## src/rtl/imm_prefix_pkg.sv

```systemverilog
package imm_prefix_pkg;

  // Kind of operand field carried natively by a decoded instruction
  typedef enum logic [1:0] {
    FLD_NONE  = 2'd0,  // zero-width field
    FLD_SHORT = 2'd1,  // short immediate in the low bits
    FLD_PFX   = 2'd2   // the word is itself a prefix
  } fld_kind_t;

endpackage

```

## src/rtl/imm_prefix_hold.sv

```systemverilog
// Holds the payload of the most recent prefix until it is consumed or flushed.
module imm_prefix_hold #(
  parameter int PAY_W = 12
) (
  input  logic             clk,
  input  logic             rst,
  input  logic             flush,
  input  logic             accept,
  input  logic             is_pfx,
  input  logic [PAY_W-1:0] pay_in,
  output logic             held,
  output logic [PAY_W-1:0] pay
);

  always_ff @(posedge clk) begin
    if (rst || flush) begin
      held <= 1'b0;
      pay  <= '0;
    end else if (accept) begin
      if (is_pfx) begin
        held <= 1'b1;
        pay  <= pay_in;
      end else begin
        held <= 1'b0;
      end
    end
  end

endmodule

```

## src/rtl/imm_prefix_merge.sv

```systemverilog
// Combines the held payload with the native field of the current instruction.
module imm_prefix_merge
  import imm_prefix_pkg::*;
#(
  parameter int WORD_W  = 16,
  parameter int PAY_W   = 12,
  parameter int SHORT_W = 4
) (
  input  fld_kind_t         kind,
  input  logic [WORD_W-1:0] word,
  input  logic              held,
  input  logic [PAY_W-1:0]  pay,
  output logic [WORD_W-1:0] operand
);

  localparam int SEXT_W = WORD_W - PAY_W;

  logic [WORD_W-1:0] none_op;
  logic [WORD_W-1:0] short_op;

  // Zero-width field: payload sign-extended when prefixed, otherwise zero
  assign none_op = held ? {{SEXT_W{pay[PAY_W-1]}}, pay} : '0;

  generate
    if (SHORT_W > 0) begin : g_short
      localparam int CAT_W = PAY_W + SHORT_W;
      logic [SHORT_W-1:0] fld;
      logic [CAT_W-1:0]   cat;
      assign fld = word[SHORT_W-1:0];
      assign cat = {pay, fld};
      assign short_op = held ? WORD_W'(cat)
                             : {{(WORD_W-SHORT_W){1'b0}}, fld};
    end else begin : g_noshort
      assign short_op = none_op;
    end
  endgenerate

  always_comb begin
    unique case (kind)
      FLD_SHORT: operand = short_op;
      FLD_NONE:  operand = none_op;
      default:   operand = '0;
    endcase
  end

endmodule

```

## src/rtl/imm_prefix_decoder.sv

```systemverilog
// Decode-stage prefix recogniser and operand builder, registered outputs.
module imm_prefix_decoder
  import imm_prefix_pkg::*;
#(
  parameter int          WORD_W  = 16,
  parameter int          OPC_W   = 4,
  parameter int          SHORT_W = 4,
  parameter logic [3:0]  PFX_OPC = 4'hF,
  parameter logic [3:0]  LDI_OPC = 4'h1
) (
  input  logic              clk,
  input  logic              rst,
  input  logic [WORD_W-1:0] instr_i,
  input  logic              instr_valid_i,
  input  logic              flush_i,
  output logic              op_valid_o,
  output logic [WORD_W-1:0] operand_o,
  output logic              ext_o,
  output logic              irq_inhibit_o
);

  localparam int PAY_W = WORD_W - OPC_W;

  logic [OPC_W-1:0]  opc;
  fld_kind_t         kind;
  logic              accept;
  logic              is_pfx;
  logic              held;
  logic [PAY_W-1:0]  pay;
  logic [WORD_W-1:0] merged;

  assign opc    = instr_i[WORD_W-1 -: OPC_W];
  assign accept = instr_valid_i && !flush_i;

  always_comb begin
    if (opc == OPC_W'(PFX_OPC))      kind = FLD_PFX;
    else if (opc == OPC_W'(LDI_OPC)) kind = FLD_SHORT;
    else                             kind = FLD_NONE;
  end

  assign is_pfx = (kind == FLD_PFX);

  imm_prefix_hold #(.PAY_W(PAY_W)) u_hold (
    .clk    (clk),
    .rst    (rst),
    .flush  (flush_i),
    .accept (accept),
    .is_pfx (is_pfx),
    .pay_in (instr_i[PAY_W-1:0]),
    .held   (held),
    .pay    (pay)
  );

  imm_prefix_merge #(
    .WORD_W  (WORD_W),
    .PAY_W   (PAY_W),
    .SHORT_W (SHORT_W)
  ) u_merge (
    .kind    (kind),
    .word    (instr_i),
    .held    (held),
    .pay     (pay),
    .operand (merged)
  );

  always_ff @(posedge clk) begin
    if (rst) begin
      op_valid_o <= 1'b0;
      operand_o  <= '0;
      ext_o      <= 1'b0;
    end else begin
      op_valid_o <= accept && !is_pfx;
      ext_o      <= accept && !is_pfx && held;
      operand_o  <= (accept && !is_pfx) ? merged : '0;
    end
  end

  // The hold flag is itself a register, so it drives the inhibit directly
  assign irq_inhibit_o = held;

endmodule

```

## config.mk

```make
export PLATFORM = sky130hd
export DESIGN_NAME = imm_prefix_decoder
export DESIGN_NICKNAME = d
export VERILOG_FILES = /design/src/rtl/imm_prefix_pkg.sv /design/src/rtl/imm_prefix_hold.sv /design/src/rtl/imm_prefix_merge.sv /design/src/rtl/imm_prefix_decoder.sv
export SDC_FILE = /design/constraint.sdc
export NUM_CORES = 1
export LEC_CHECK = 0
export BUFFER_PORTS_ARGS = -buffer_cell sky130_fd_sc_hd__buf_2
export CORE_ASPECT_RATIO = 1.1
export CORE_UTILIZATION = 35
export CTS_CLUSTER_DIAMETER = 100
export CTS_CLUSTER_SIZE = 12
export DETAILED_ROUTE_END_ITERATION = 7
export PLACE_DENSITY = 0.56
export SYNTH_ARGS = -nofsm -noshare
export SYNTH_HDL_FRONTEND = slang
export SYNTH_SLANG_ARGS = --single-unit
```

## constraint.sdc

```tcl
create_clock -name clk -period 1.7 [get_ports clk]
set_input_delay 0.085 -clock clk [delete_from_list [all_inputs] [get_ports clk]]
set_output_delay 0.085 -clock clk [all_outputs]
set_load 0.05 [all_outputs]
```

==> flow_metrics.tcl <==
set metrics [dict create \
    status "complete, but fails checks" \
    violations "design-rule violations" \
    arrival_ps 1530 \
    avgSynthCellArea_sq_um 9.04 \
    reg2reg_to "operand_o[5]$_SDFF_PP0_" \
    synth_area_leader_cell "dfxtp_1" \
    max_freq_mhz 783 \
    synthArstFlopShare 0 \
    cts_root_buf "clkbuf_4" \
    max-clock-path-buffers 2 \
    worst_pin_slew_ps 501 \
    crit_path_end_kind "flop" \
    layout_setup_ws_ps 423 \
    initial_utilization 0.379 \
    netlist_area_sq_um 1180 \
    cts_tree "done" \
    place_hpwl_um 2020 \
    synth_warnings 0 \
    cts_buffers 5 \
    grt_pass1_vias 1007 \
    critPathKind "reg2reg" \
    crit_fanout 12 \
    cts_setup_buffers 0 \
    chipHeight_um 63.0 \
    yosysSeqAreaShare 0.524 \
    syn-num-nets 151 \
    grt-ovfl-total 0 \
    pin_count 39 \
    p_leak_nw 0.595 \
    grt_usage 0.175 \
    critPathLaunch "u_hold.held$_SDFFE_PP0P_" \
    final_cell_count_no_fill 214 \
    grt_max_degree 16 \
    slew_headroom 0.664 \
    ff2ff_setup_slack_ps 420 \
    power_w 0.00122 \
    irDropWorstVdd_mv 0.388 \
    clkSlewWorstSetupHoldPaths_ps 90 \
    synth_top_cells_by_area "dfxtp_1 (52%), a211oi_1 (7.6%), nand2_1 (7.3%)" \
    gp_congestion 0.777 \
    synth_cells 131 \
    dp.cells 198 \
    postCtsResizedCells 0 \
    fillers 328 \
    finalCritPeriodShare 0.751 \
    fin_worst_skew_ps 6.66 \
    period_needed_ps 1280 \
    antenna_found_initial 0 \
    hp-class "in2reg" \
    num_antenna_cells 0 \
    nets 199 \
    cp.required_ps 1950 \
    area_growth_pct 28.8 \
    dp_slack_ps 416 \
    drtIter0Drc 30 \
    io_buffers 38 \
    dieArea_sq_um 3620 \
    synth_most_common_cell "dfxtp_1" \
    hold_violations 0 \
    via_per_inst 5.09 \
    setup_viol 0 \
    synth_edf_count 0 \
    cts.sinks 31 \
    grt_pass1_wl_um 4710 \
    dr.pass1.iters 6 \
    p_per_area_nw_per_um2 802 \
    ys.flop_type "dfxtp_1" \
    worstHoldStart "instr_i[5]" \
    core_sq_um 3130 \
    vias 1090 \
    crit_end "operand_o[5]$_SDFF_PP0_" \
    slew_viol_final 0 \
    regArea_sq_um 621 \
    reg2reg_from "u_hold.held$_SDFFE_PP0P_" \
    maxCapViolCount 0 \
    drt_wl_total_um 2790 \
    drc 4 \
    drt-wirelength-per-cell_um 13.0 \
    reg2regPathDepth 2 \
    synth.distinct_cells 23 \
    ant_nets 0 \
    multi_input_area_sq_um 500 \
    final.setup.tns_ps 0 \
    chipWidth_um 57.4 \
    start_kind "flop" \
    synth_common_cells "dfxtp_1 (31), nand2_1 (23), nand3_1 (16), a21oi_1 (15)" \
    synth_top_area_frac 0.524 \
    ys_seq_elements 31 \
    clock_latency_ps 330 \
    rsz0062_at_grt "no" \
    drive_gt1_frac 0.300 \
    cts_max_level 2 \
    rows 21 \
]
through the flow:
step,hold slack [ps],cell area [sq um],utilization
global placement,344,1390,0.445
global route,7.90,1520,0.487
finish,8.91,1520,0.487
floorplan,158,1180,-
CTS,0.861,1520,0.487
detailed placement,349,1390,0.445
power breakdown:
part / switching, W / internal (W) / total, W
combinational: 0.0000521 / 0.0000430 / 0.0000951
sequential: 0.00000121 / 0.000728 / 0.000729
clock: 0.000244 / 0.000153 / 0.000398
how the worst min path moves through the flow:
stage                                              to  slack, ps  depth (start not counted)
after floorplan           u_hold.pay[10]$_SDFFE_PP0P_        160                          1
after global placement        operand_o[1]$_SDFF_PP0_        340                          3
after detailed placement      operand_o[3]$_SDFF_PP0_        350                          3
after CTS                  u_hold.pay[5]$_SDFFE_PP0P_        0.9                          3
after global routing       u_hold.pay[5]$_SDFFE_PP0P_          8                          3
final                      u_hold.pay[5]$_SDFFE_PP0P_          9                          3
flip-flops by register name (all words and copies together) (netlist names):
register and flops:
u_hold.pay 12, ext_o 1, u_hold.held 1, op_valid_o 1
operand_o 16
cell usage in the layout (no fill, tap or decap), drive strengths merged:
master / count
a211oi: 12
a21oi: 15
and3: 1
and4: 1
buf: 42
clkbuf: 5
clkinv: 3
dfxtp: 31
dlygate4sd3: 8
inv: 2
mux2i: 1
nand2: 23
nand2b: 1
nand3: 16
nand4: 1
nand4b: 1
nor2b: 1
nor3: 1
nor4b: 1
o21ai: 12
or3: 1
or4b: 1
layout make-up:
cell class,instances,area share
Clock buffer,5,0.0246
Clock inverter,3,0.00985
Inverter,2,0.00493
Multi-Input combinational cell,89,0.328
Sequential cell,31,0.407
Tap cell,34,0.0279
Timing Repair Buffer,50,0.197
worst max-delay path, cell delays in order (launching register included):
cell,delay (ps)
dfxtp_1,460
nand4b_1,460
a21oi_1,280
kinds of logic (layout without fill, tap and decap cells):
| logic type | count (synthesis) | count (layout) | synth area share |
|---|---|---|---|
| AOI/OAI and AO/OA | 39 | 39 | 0.190 |
| buffers and inverters | 11 | 60 | 0.0528 |
| DFF | 31 | 31 | 0.524 |
| and+or+nand+nor | 49 | 49 | 0.224 |
| muxes | 1 | 1 | 0.00846 |
layer usage:
layer | track usage | vias to the layer above | routed length [um]
met2 | 0.262 | 27 | 1280
met1 | 0.219 | 491 | 1310
met4 | 0.0732 | 0 | 48
met5 | 0 | - | 0
li1 | - | 565 | -
met3 | 0.0704 | 7 | 154
what timing repair did:
item | in CTS | in global routing
hold buffers | 8 | 0
endpoints found under the hold margin | 8 | 0
setup endpoints to repair | 0 | 0
No activity file was read; power rests on OpenSTA's default activity.
